[config.mk]
export PLATFORM = sky130hd
export DESIGN_NAME = vreq_decoder
export DESIGN_NICKNAME = d
export VERILOG_FILES = /design/src/rtl/vreq_pkg.sv /design/src/rtl/vreq_decode.sv /design/src/rtl/vreq_payload.sv /design/src/rtl/vreq_msr.sv /design/src/rtl/vreq_decoder.sv
export SDC_FILE = /design/constraint.sdc
export NUM_CORES = 1
export LEC_CHECK = 0
export ABC_AREA = 1
export BUFFER_PORTS_ARGS = -buffer_cell sky130_fd_sc_hd__buf_2
export CAP_MARGIN = 20
export CORE_UTILIZATION = 36
export DETAILED_ROUTE_END_ITERATION = 7
export PLACE_DENSITY = 0.67
export SYNTH_ARGS = -nofsm -noshare
export SYNTH_HDL_FRONTEND = slang
export SYNTH_SLANG_ARGS = --single-unit
[constraint.sdc]
create_clock -name clk_i -period 2.95 [get_ports clk_i]
set_input_delay 0.1475 -clock clk_i [delete_from_list [all_inputs] [get_ports clk_i]]
set_output_delay 0.1475 -clock clk_i [all_outputs]
set_load 0.05 [all_outputs]
[src/rtl/vreq_pkg.sv]
package vreq_pkg;
  localparam logic [7:0] TYPE_WR = 8'h40;
  localparam logic [7:0] TYPE_RD = 8'hC0;

  localparam logic [7:0] CODE_MSR_RD = 8'd2;
  localparam logic [7:0] CODE_DIV_WR = 8'd5;
  localparam logic [7:0] CODE_LCR_RD = 8'd6;
  localparam logic [7:0] CODE_LCR_WR = 8'd7;
  localparam logic [7:0] CODE_MCR_WR = 8'd10;
  localparam logic [7:0] CODE_NOP_WR = 8'd11;
  localparam logic [7:0] CODE_CTS_WR = 8'd12;

  typedef enum logic [2:0] {
    OP_NONE,
    OP_DIV_W,
    OP_LCR_W,
    OP_MCR_W,
    OP_NOP_W,
    OP_CTS_W,
    OP_LCR_R,
    OP_MSR_R
  } op_e;

  function automatic logic op_is_write(op_e op);
    return (op == OP_DIV_W) || (op == OP_LCR_W) || (op == OP_MCR_W) ||
           (op == OP_NOP_W) || (op == OP_CTS_W);
  endfunction
endpackage

[src/rtl/vreq_decode.sv]
module vreq_decode
  import vreq_pkg::*;
#(
  parameter int LEN_W     = 16,
  parameter int DIV_BYTES = 4,
  localparam int CNT_W    = $clog2(DIV_BYTES + 1)
) (
  input  logic [7:0]       type_i,
  input  logic [7:0]       code_i,
  input  logic [LEN_W-1:0] len_i,
  output op_e              op_o,
  output logic [CNT_W-1:0] nbytes_o
);
  op_e              op_raw;
  logic [LEN_W-1:0] need_len;

  always_comb begin
    op_raw = OP_NONE;
    if (type_i == TYPE_WR) begin
      unique case (code_i)
        CODE_DIV_WR: op_raw = OP_DIV_W;
        CODE_LCR_WR: op_raw = OP_LCR_W;
        CODE_MCR_WR: op_raw = OP_MCR_W;
        CODE_NOP_WR: op_raw = OP_NOP_W;
        CODE_CTS_WR: op_raw = OP_CTS_W;
        default:     op_raw = OP_NONE;
      endcase
    end else if (type_i == TYPE_RD) begin
      unique case (code_i)
        CODE_LCR_RD: op_raw = OP_LCR_R;
        CODE_MSR_RD: op_raw = OP_MSR_R;
        default:     op_raw = OP_NONE;
      endcase
    end
  end

  assign need_len = (op_raw == OP_DIV_W) ? LEN_W'(DIV_BYTES) : LEN_W'(1);
  assign op_o     = (len_i == need_len) ? op_raw : OP_NONE;
  assign nbytes_o = (op_raw == OP_DIV_W) ? CNT_W'(DIV_BYTES) : CNT_W'(1);
endmodule

[src/rtl/vreq_payload.sv]
module vreq_payload #(
  parameter int MAX_BYTES = 4,
  localparam int CNT_W    = $clog2(MAX_BYTES + 1),
  localparam int WORD_W   = 8 * MAX_BYTES
) (
  input  logic              clk_i,
  input  logic              rst_ni,
  input  logic              start_i,
  input  logic [CNT_W-1:0]  nbytes_i,
  input  logic              busy_i,
  input  logic              byte_valid_i,
  input  logic [7:0]        byte_i,
  output logic              done_o,
  output logic [WORD_W-1:0] word_o
);
  logic [CNT_W-1:0]  cnt_q, len_q, cnt_nx;
  logic [WORD_W-1:0] buf_q;
  logic              take;

  assign take   = byte_valid_i && busy_i && !start_i;
  assign cnt_nx = cnt_q + CNT_W'(1);
  assign done_o = take && (cnt_nx == len_q);

  // current byte merged into its little-endian lane
  for (genvar g = 0; g < MAX_BYTES; g++) begin : g_lane
    assign word_o[8*g +: 8] = (take && (cnt_q == CNT_W'(g))) ? byte_i : buf_q[8*g +: 8];
  end

  always_ff @(posedge clk_i or negedge rst_ni) begin
    if (!rst_ni) begin
      cnt_q <= '0;
      len_q <= '0;
      buf_q <= '0;
    end else if (start_i) begin
      cnt_q <= '0;
      len_q <= nbytes_i;
      buf_q <= '0;
    end else if (take) begin
      cnt_q <= cnt_nx;
      buf_q <= word_o;
    end
  end
endmodule

[src/rtl/vreq_msr.sv]
module vreq_msr (
  input  logic       clk_i,
  input  logic       rst_ni,
  input  logic [3:0] lines_i,
  input  logic       clear_i,
  output logic [7:0] status_o
);
  // lines: [3] cd, [2] ri, [1] dsr, [0] cts
  logic [3:0] lines_q, delta_q, events;

  assign events[3] = lines_i[3] ^ lines_q[3];
  assign events[2] = lines_q[2] & ~lines_i[2];
  assign events[1] = lines_i[1] ^ lines_q[1];
  assign events[0] = lines_i[0] ^ lines_q[0];

  assign status_o = {lines_q, delta_q};

  always_ff @(posedge clk_i or negedge rst_ni) begin
    if (!rst_ni) begin
      lines_q <= '0;
      delta_q <= '0;
    end else begin
      lines_q <= lines_i;
      delta_q <= (clear_i ? 4'b0 : delta_q) | events;
    end
  end
endmodule

[src/rtl/vreq_decoder.sv]
module vreq_decoder
  import vreq_pkg::*;
#(
  parameter int          LEN_W     = 16,
  parameter int          DIV_BYTES = 4,
  parameter logic [7:0]  LCR_RST   = 8'h03,
  parameter logic [7:0]  MCR_RST   = 8'h08,
  parameter int unsigned DIV_RST   = 12,
  localparam int CNT_W  = $clog2(DIV_BYTES + 1),
  localparam int DIV_W  = 8 * DIV_BYTES
) (
  input  logic             clk_i,
  input  logic             rst_ni,
  input  logic             setup_valid_i,
  input  logic [7:0]       req_type_i,
  input  logic [7:0]       req_code_i,
  input  logic [LEN_W-1:0] req_len_i,
  input  logic             data_valid_i,
  input  logic [7:0]       data_i,
  input  logic [3:0]       modem_i,
  output logic             ack_o,
  output logic             stall_o,
  output logic             rd_valid_o,
  output logic [7:0]       rd_data_o,
  output logic [7:0]       lcr_o,
  output logic [7:0]       mcr_o,
  output logic [DIV_W-1:0] divisor_o,
  output logic             cts_hold_o,
  output logic             tx_enable_o
);
  op_e              dec_op, op_q;
  logic [CNT_W-1:0] dec_nbytes;
  logic             busy_q, start_wr, done;
  logic [DIV_W-1:0] word;
  logic [7:0]       msr_byte;
  logic             msr_clr;

  vreq_decode #(.LEN_W(LEN_W), .DIV_BYTES(DIV_BYTES)) u_decode (
    .type_i   (req_type_i),
    .code_i   (req_code_i),
    .len_i    (req_len_i),
    .op_o     (dec_op),
    .nbytes_o (dec_nbytes)
  );

  assign start_wr = setup_valid_i && op_is_write(dec_op);
  assign msr_clr  = setup_valid_i && (dec_op == OP_MSR_R);

  vreq_payload #(.MAX_BYTES(DIV_BYTES)) u_payload (
    .clk_i        (clk_i),
    .rst_ni       (rst_ni),
    .start_i      (setup_valid_i),
    .nbytes_i     (dec_nbytes),
    .busy_i       (busy_q),
    .byte_valid_i (data_valid_i),
    .byte_i       (data_i),
    .done_o       (done),
    .word_o       (word)
  );

  vreq_msr u_msr (
    .clk_i    (clk_i),
    .rst_ni   (rst_ni),
    .lines_i  (modem_i),
    .clear_i  (msr_clr),
    .status_o (msr_byte)
  );

  // a new setup always cancels a pending write
  always_ff @(posedge clk_i or negedge rst_ni) begin
    if (!rst_ni) begin
      busy_q <= 1'b0;
      op_q   <= OP_NONE;
    end else if (setup_valid_i) begin
      busy_q <= start_wr;
      op_q   <= start_wr ? dec_op : OP_NONE;
    end else if (done) begin
      busy_q <= 1'b0;
      op_q   <= OP_NONE;
    end
  end

  always_ff @(posedge clk_i or negedge rst_ni) begin
    if (!rst_ni) begin
      lcr_o      <= LCR_RST;
      mcr_o      <= MCR_RST;
      divisor_o  <= DIV_W'(DIV_RST);
      cts_hold_o <= 1'b1;
    end else if (done) begin
      unique case (op_q)
        OP_DIV_W: divisor_o  <= word;
        OP_LCR_W: lcr_o      <= word[7:0];
        OP_MCR_W: mcr_o      <= word[7:0];
        OP_CTS_W: cts_hold_o <= |word[7:0];
        default:  ;
      endcase
    end
  end

  always_ff @(posedge clk_i or negedge rst_ni) begin
    if (!rst_ni) begin
      ack_o      <= 1'b0;
      stall_o    <= 1'b0;
      rd_valid_o <= 1'b0;
      rd_data_o  <= '0;
    end else begin
      ack_o      <= 1'b0;
      stall_o    <= 1'b0;
      rd_valid_o <= 1'b0;
      if (setup_valid_i) begin
        unique case (dec_op)
          OP_NONE: stall_o <= 1'b1;
          OP_LCR_R: begin
            ack_o      <= 1'b1;
            rd_valid_o <= 1'b1;
            rd_data_o  <= lcr_o;
          end
          OP_MSR_R: begin
            ack_o      <= 1'b1;
            rd_valid_o <= 1'b1;
            rd_data_o  <= msr_byte;
          end
          default: ;
        endcase
      end else if (done) begin
        ack_o <= 1'b1;
      end
    end
  end

  assign tx_enable_o = !cts_hold_o || modem_i[0];
endmodule

-- Yosys cells after proc, flatten, opt, wreduce, memory -nomap -nowiden
Cells that the tools add are included.
- input port bits: 48
- output and inout bits: 61
- flip-flop bits (word level): 110
- word-level logic and storage cells: 104
- bitwise gates (word level): 6
- muxes and demuxes: 28
- eq/ne operators: 26
- add/subtract/negate cells: 1
- reduce and logical (&&, ||, !) cells: 28
- operators with widths (kind ; count):
    $mux W32 ; 2
    $mux W8 ; 4
    $mux W3 ; 10
    $eq A8 B3 Y1 const B ; 3
    $eq A8 B4 Y1 const B ; 3
    $eq A3 B2 Y1 const B ; 6
    $eq A16 B16 Y1 ; 1
    $pmux W8 S2 ; 1
    $eq A3 B3 Y1 const B ; 5
    $pmux W3 S5 ; 1
    $eq A3 B1 Y1 const B ; 4
    $reduce_and A2 Y1 ; 5
    $logic_and A1 B1 Y1 ; 9
    $eq A8 B2 Y1 const B ; 1
    $eq A8 B7 Y1 const B ; 1
    $eq A8 B8 Y1 const B ; 1
    $mux W1 ; 8
    $reduce_or A8 Y1 ; 1
    $logic_not A3 Y1 ; 2
    $pmux W3 S2 ; 1
    $reduce_bool A2 Y1 ; 3
    $logic_or A1 B1 Y1 ; 5
    $mux W4 ; 1
    $or A4 B4 Y4 ; 1
    other kinds (7) ; 10

-- Logic depth before layout (Yosys ltp)
Gate-level depths: netlist of run 1.
- depth in word-level cells: 16
- depth in mapped cells: 16
- gate-level depth less buffers: 16

-- By module
A second synthesis of run 1 with hierarchy kept.
- cell total of the unflattened synthesis: 714
- area total of the unflattened synthesis: 5432.7 µm²
- modules (own cells, without submodules) (module ; seq. area each (µm²) ; times used ; cells each ; area an instance (µm²)):
    vreq_decoder ; 1609.0 ; 1 ; 318 ; 2668.8
    vreq_payload ; 950.9 ; 1 ; 292 ; 2125.8
    vreq_decode ; 0.0 ; 1 ; 74 ; 346.6
    vreq_msr ; 200.2 ; 1 ; 30 ; 291.5

-- Worst setup path before layout of run 1
OpenSTA, ideal clock, no wires.
- path type: register -> register
- from: register u_payload.cnt_q[0]
- to: register divisor_o[12]
- buffers on the path: 1
- arrival: 1.793 ns
- required time: 2.818 ns
- path slack: 1.025 ns
- clock period less this slack: 1.925 ns
- stages on the path, launching flop included: 12
- path through: dfrtp_1 ha_1 ha_1 nand2_1 o21ai_0 nor2_1 nand2_1 inv_2 nand3_2 clkbuf_1 nand2_1 o21ai_0
- longest elaborated chain between the ends: 4
- elaborated cells on any way between the ends: 7
- classes of those cells: add/sub: 1; eq/ne: 2; mux: 1; reduce/logical: 3
- ends and longest elaborated chain (item ; RTL line ; text):
    start: declaration ; vreq_payload.sv:16 ; logic [CNT_W-1:0] cnt_q, len_q, cnt_nx;
    start signal: assignment ; vreq_payload.sv:39 ; cnt_q <= cnt_nx;
    $add A3 B1 Y3 ; vreq_payload.sv:21 ; assign cnt_nx = cnt_q + CNT_W'(1);
    $eq A3 B3 Y1 ; vreq_payload.sv:22 ; assign done_o = take && (cnt_nx == len_q);
    $logic_and A1 B1 Y1 ; vreq_payload.sv:22 ;
    $reduce_and A2 Y1 (no line) ; n/a ;
    end signal: assignment ; vreq_decoder.sv:87 ; divisor_o <= DIV_W'(DIV_RST);
    end signal: assignment ; vreq_decoder.sv:91 ; OP_DIV_W: divisor_o <= word;
    end: declaration ; vreq_decoder.sv:27 ; output logic [DIV_W-1:0] divisor_o,
Several ways; a longest one is shown, not always the timed one.
A chain may end at the register's enable or synchronous reset.

-- Worst setup path in the final report of run 1
- from: register u_payload.cnt_q[0]
- to: register divisor_o[15]
Same word-level chain as after synthesis.

==> results_dict.tcl, run 1 <==
set metrics [dict create \
    status "finished, final reports clean" \
    synth_top_family_by_area "simple AND/OR/NAND/NOR gates" \
    synth-adder-area-share_pct 1.31 \
    synth-seq-cells 109 \
    vdd_ir_drop_max_mv 0.400 \
    layout.cells.most_common_list "126 x nand2_1, 107 x buf_2, 103 x dfrtp_1, 62 x nor2_1" \
    dp_hpwl_microns 7900 \
    p_sw_mw 0.661 \
    postCtsSetupBuffers 0 \
    ys_seq_area_share_pct 57.2 \
    clockRootBuffer "clkbuf_16" \
    startpoint_type "register" \
    grt_overflow_total 0 \
    final_max_slew_viol_count 0 \
    powerDensity_mw_per_mm2 499 \
    synth_simple_gate_area_share_pct 21.9 \
    clkPwrFrac_pct 45.0 \
    netlist_area_sq_mm 0.00479 \
    drt_first_pass_iters 4 \
    min_period_ps 2590 \
    switching_share_pct 22.3 \
    yosys-mux-area-fraction_pct 6.80 \
    drt_wl_total_microns 11000 \
    r2r_slack_ps 360 \
    final_util_pct 46.6 \
    core_sq_mm 0.0128 \
    drt_iter0_drc 248 \
    synth_compound_area_share_pct 8.00 \
    die_y_microns 117 \
    pin_count 109 \
    portBuffers 108 \
    grt_pass1_vias 3695 \
    maxSlewHeadroom_pct 62.7 \
    ant_nets 0 \
    critical_path_arrival_ps 2820 \
    drive_gt1_share_pct 28.1 \
    synthFlopType "dfrtp_1" \
    ys_async_sr_fraction_pct 100 \
    finalCritPeriodShare_pct 87.9 \
    cts_buffers 9 \
    vias 3782 \
    grt_pass1_wl_microns 18400 \
    grt_max_degree 85 \
    p_leak_nw 3.23 \
    synth_xor_area_share_pct 0.549 \
    antenna_found_initial 0 \
    insertion_delay_ps 350 \
    num_rows 41 \
    syn_area_per_cell_sq_um 9.55 \
    synth_fp_nets 554 \
    synth_edf_count 0 \
    clockBufferDepth 2 \
    areaGrowthSynthToFinish_pct 24.4 \
    setup_viol 0 \
    antenna_cells 0 \
    intPower_mw 2.31 \
    critical_path_class "register to register" \
    fin_tns_setup_ps 0 \
    synthCells 501 \
    tightestPinTransition_ps 558 \
    finalHoldViolCount 0 \
    die-area_sq_mm 0.0138 \
    clk_pin_slew_ps 80 \
    cap_violations 0 \
    finClkSkew_ps 7.44 \
    clock_sinks 109 \
    synth.distinct_cells 34 \
    wl_per_cell_microns 13.8 \
    cts_tree "done" \
    power_frac_comb_pct 4.4 \
    grt_usage_pct 16.8 \
    ys.warnings.count 0 \
    cts-htree-levels 3 \
    dieWidth_microns 117 \
    hold_class "input pin to register" \
    cts-resized-gates 0 \
    crit_fanout 38 \
    endpoint_kind "register" \
    floorplan.initialDensity_pct 37.5 \
    final_common_cell "nand2_1" \
    cp.required_ps 3170 \
    pwr-share-seq_pct 50.5 \
    drc 0 \
    rsz0062_at_grt "no" \
    final_net_count 671 \
    fmax_mhz 386 \
    gp_congestion 0.809 \
    via_per_inst 4.76 \
]
layer usage:
layer  global-route usage (%)  up-vias  routed length, microns
met3                     3.40       12                     482
met1                     22.2     1806                    5010
li1                         -     1866                       -
met5                        0        -                       0
met4                     6.01        0                     199
met2                     27.3       98                    5260
power by group through the flow:
stage,Sequential [mW],Clock [mW],Combinational (mW)
after floorplan,1.53,0,0.0386
after global placement,1.53,0,0.124
after detailed placement,1.53,0,0.126
after CTS,1.50,1.36,0.131
after global routing,1.50,1.44,0.149
final,1.50,1.34,0.132
what timing repair did:
item | 4_1_cts | 5_1_grt
setup endpoints to repair | 0 | 0
hold buffers | 4 | 1
endpoints found under the hold margin | 4 | 38
cells in the mapped netlist (2+ instances only):
| master | number | area share [%] |
|---|---|---|
| nor2_4 | 2 | 0.47 |
| o21bai_2 | 2 | 0.47 |
| o21bai_1 | 6 | 0.94 |
| inv_2 | 5 | 0.39 |
| nand4_1 | 5 | 0.65 |
| mux2i_1 | 28 | 5.9 |
| nor2_2 | 4 | 0.52 |
| nand2_2 | 5 | 0.65 |
| o21ai_0 | 32 | 3.3 |
| ha_1 | 5 | 1.3 |
| nand2_1 | 126 | 9.9 |
| inv_1 | 32 | 2.5 |
| nor4_1 | 4 | 0.52 |
| nor2_1 | 62 | 4.9 |
| nor3_2 | 8 | 1.7 |
| o21ai_1 | 24 | 2.5 |
| clkbuf_1 | 12 | 0.94 |
| xnor2_1 | 3 | 0.55 |
| nand3_1 | 10 | 1.0 |
| nand4_2 | 2 | 0.52 |
| dfrtp_1 | 103 | 54 |
| dfstp_2 | 6 | 3.3 |
| mux2_2 | 4 | 0.94 |
cell type report:
cell class,count,area [sq um]
Fill cell,1217,6820
Sequential cell,109,2740
Multi-Input combinational cell,340,1850
Timing Repair Buffer,121,678
Clock buffer,9,225
Tap cell,172,215
Inverter,37,139
Clock inverter,7,113
path summary, 6_finish.rpt:
kind | start | to | depth (start not counted)
max in group asynchronous | rst_ni | stall_o$_DFF_PN0_ | 4
min reg2reg | rd_data_o[6]$_DFFE_PN0P_ | rd_data_o[6]$_DFFE_PN0P_ | 2
min | setup_valid_i | u_payload.cnt_q[2]$_DFFE_PN0P_ | 4
max reg2reg | u_payload.cnt_q[0]$_DFFE_PN0P_ | divisor_o[15]$_DFFE_PN0P_ | 11
min in group asynchronous | rst_ni | divisor_o[10]$_DFFE_PN0P_ | 2
max | u_payload.cnt_q[0]$_DFFE_PN0P_ | divisor_o[15]$_DFFE_PN0P_ | 11
worst max-delay path: stages (launching register included):
cell and delay (ps):
dfrtp_1 440, ha_1 250, ha_1 340, nand2_1 80, o21ai_0 100, nor2_1 100
nand2_1 100, inv_2 120, nand3_2 420, buf_12 360, nand2_1 70, o21ai_0 90
kinds of logic (layout without fill, tap and decap cells):
kind of cell	count (synthesis)	count (layout)
AND/OR/NAND/NOR	232	232
flip-flops	109	109
AO/OA/AOI/OAI	68	68
buffers and inverters	52	174
multiplexers	32	32
adder cells (fa/ha/maj)	5	5
XOR/XNOR	3	3
flip-flops by register name, summed over array words and instances (netlist names):
name / cells
u_payload.buf_q: 32
cts_hold_o: 1
ack_o: 1
u_msr.lines_q: 4
u_payload.len_q: 2
u_payload.cnt_q: 3
busy_q: 1
mcr_o: 8
stall_o: 1
op_q: 3
u_msr.delta_q: 4
divisor_o: 32
lcr_o: 8
rd_valid_o: 1
rd_data_o: 8
per-stage QoR:
| step | hold slack (ps) | power, mW | setup WS, ps | std cells | area, sq um |
|---|---|---|---|---|---|
| global route | 150 | 3.08 | 137 | 795 | 5950 |
| finish | 150 | 2.97 | 357 | 795 | 5950 |
| CTS | 20.5 | 2.99 | 352 | 793 | 5920 |
| global placement | 275 | 1.65 | 569 | 773 | 5540 |
| detailed placement | 275 | 1.65 | 356 | 773 | 5540 |
| floorplan | -148 | 1.57 | 1030 | 501 | 4790 |
No activity file was read; power rests on OpenSTA's default activity.
==> run 2, diff against run 1 <==
--- a/config.mk
+++ b/config.mk
@@ -8,6 +8,7 @@
 export ABC_AREA = 1
 export BUFFER_PORTS_ARGS = -buffer_cell sky130_fd_sc_hd__buf_2
 export CAP_MARGIN = 20
+export CORE_ASPECT_RATIO = 0.8
 export CORE_UTILIZATION = 36
 export DETAILED_ROUTE_END_ITERATION = 7
 export PLACE_DENSITY = 0.67
==> results_dict.tcl, run 2 (synthesis results as in run 1) <==
set metrics [dict create \
    critical_path_arrival_ps 2870 \
    cts_buffers 9 \
    min_period_ps 2650 \
    gp_congestion 0.847 \
    dieWidth_microns 131 \
    finalHoldViolCount 0 \
    startpoint_type "register" \
    power_mw 2.85 \
    worstHoldStart "setup_valid_i" \
    fmax_mhz 377 \
    final_max_slew_viol_count 0 \
    min_path_cells 4 \
    clockRootBuffer "clkbuf_16" \
    wl_per_cell_microns 13.8 \
    final_net_count 672 \
    rsz0062_at_grt "no" \
    grt_max_degree 62 \
    grt_usage_pct 17.1 \
    crit_fanout 36 \
    pin_count 109 \
    cts-htree-levels 3 \
    layout.cells.most_common_list "126 x nand2_1, 107 x buf_2, 103 x dfrtp_1, 62 x nor2_1" \
    num_rows 37 \
    dp_hpwl_microns 8030 \
    r2r_end "divisor_o[27]$_DFFE_PN0P_" \
    clock_sinks 109 \
    worstHoldEndpoint "u_payload.cnt_q[2]$_DFFE_PN0P_" \
    top_layer "met4" \
    p_leak_nw 3.21 \
    clk_pin_slew_ps 70 \
    cp.required_ps 3170 \
    grt_overflow_total 0 \
    endpoint_kind "register" \
    finalCritPeriodShare_pct 89.8 \
    cts_tree "done" \
    postCtsSetupBuffers 0 \
    reg2reg_from "u_payload.cnt_q[0]$_DFFE_PN0P_" \
    wl_met3_microns 540 \
    die_y_microns 105 \
    status "finished, final reports clean" \
    grt_pass1_wl_microns 18200 \
    core_sq_mm 0.0129 \
    clockBufferDepth 2 \
    r2r_slack_ps 300 \
    r2r_cells 11 \
    drc 0 \
    vdd_ir_drop_max_mv 0.276 \
    powerDensity_mw_per_mm2 483 \
    die-area_sq_mm 0.0138 \
    grt_pass1_vias 3778 \
    final_common_cell "nand2_1" \
    finClkSkew_ps 8.23 \
    cap_violations 0 \
    drt_first_pass_iters 4 \
    setup_viol 0 \
    wl_met1_microns 5020 \
    floorplan.initialDensity_pct 37.1 \
    cts-resized-gates 0 \
    insertion_delay_ps 350 \
    hold_class "input pin to register" \
    areaGrowthSynthToFinish_pct 23.3 \
    antenna_found_initial 0 \
    wl_met2_microns 5420 \
    vias 3818 \
    cts_hold_buf 5 \
    drt_wl_total_microns 11100 \
    drive_gt1_share_pct 27.9 \
    drt_iter0_drc 241 \
    antenna_cells 0 \
    via_per_inst 4.78 \
    maxSlewHeadroom_pct 49.5 \
    ant_nets 0 \
    critical_path_class "register to register" \
    portBuffers 108 \
    fin_tns_setup_ps 0 \
    top_regs "divisor_o x32, u_payload.buf_q x32" \
    tightestPinTransition_ps 757 \
]
-- run 2: changes by cell type in the layout (fill, tap and decap cells not counted) --
cell,delta
buf_12,-2
buf_4,+3
bufinv_16,-1
clkbuf_1,+2
clkbuf_8,+1
clkinv_4,+1
clkinv_8,-1
clkinvlp_4,-1
inv_8,-1
-- run 2: critical path, cell delays in order (launching register included) --
cell     delay (ps)
dfrtp_1         440
ha_1            230
ha_1            330
nand2_1          70
o21ai_0          70
nor2_1           90
nand2_1         100
inv_2           120
nand3_2         530
buf_4           400
nand2_1          70
o21ai_1          70
-- run 2: where the power goes --
group	switching, mW	leakage [nW]	internal (mW)
logic	0.0866	1.60	0.0430
registers	0.00210	1.46	1.50
clock network	0.533	0.148	0.690
-- run 2: how the worst max path moves through the flow --
stage	startpoint	to	slack (ps)	depth (start not counted)
after detailed placement	u_payload.cnt_q[0]$_DFFE_PN0P_	divisor_o[27]$_DFFE_PN0P_	300	11
after global routing	u_payload.cnt_q[0]$_DFFE_PN0P_	divisor_o[11]$_DFFE_PN0P_	50	11
after floorplan	u_payload.cnt_q[0]$_DFFE_PN0P_	divisor_o[12]$_DFFE_PN0P_	1030	11
final	u_payload.cnt_q[0]$_DFFE_PN0P_	divisor_o[27]$_DFFE_PN0P_	300	11
after global placement	u_payload.cnt_q[0]$_DFFE_PN0P_	divisor_o[7]$_DFFE_PN0P_	410	11
after CTS	u_payload.cnt_q[0]$_DFFE_PN0P_	divisor_o[27]$_DFFE_PN0P_	290	11
-- run 2: cell type report --
type	count	area, sq um
clock inverters	4	56.3
well taps	175	219
fillers	1233	7010
repair buffers	122	661
multi-input cells	340	1850
flip-flops and latches	109	2740
clock buffers	12	246
inverters	37	139
-- run 2: per-layer routing --
metal / up-vias / track usage, %
met1: 1876 / 22.7
met4: 0 / 4.27
met3: 5 / 3.84
li1: 1854 / -
met2: 83 / 28.0
met5: - / 0
-- run 2: metrics by stage --
step	hold WS, ps	cell area [sq um]	setup slack [ps]	util [%]	std cells
6_report	147	5900	299	45.7	799
2_1_floorplan	-148	4790	1030	-	501
3_5_place_dp	269	5550	299	43.0	778
3_3_place_gp	259	5550	412	43.0	778
4_1_cts	137	5900	288	45.7	799
5_1_grt	157	5900	54.5	45.7	799
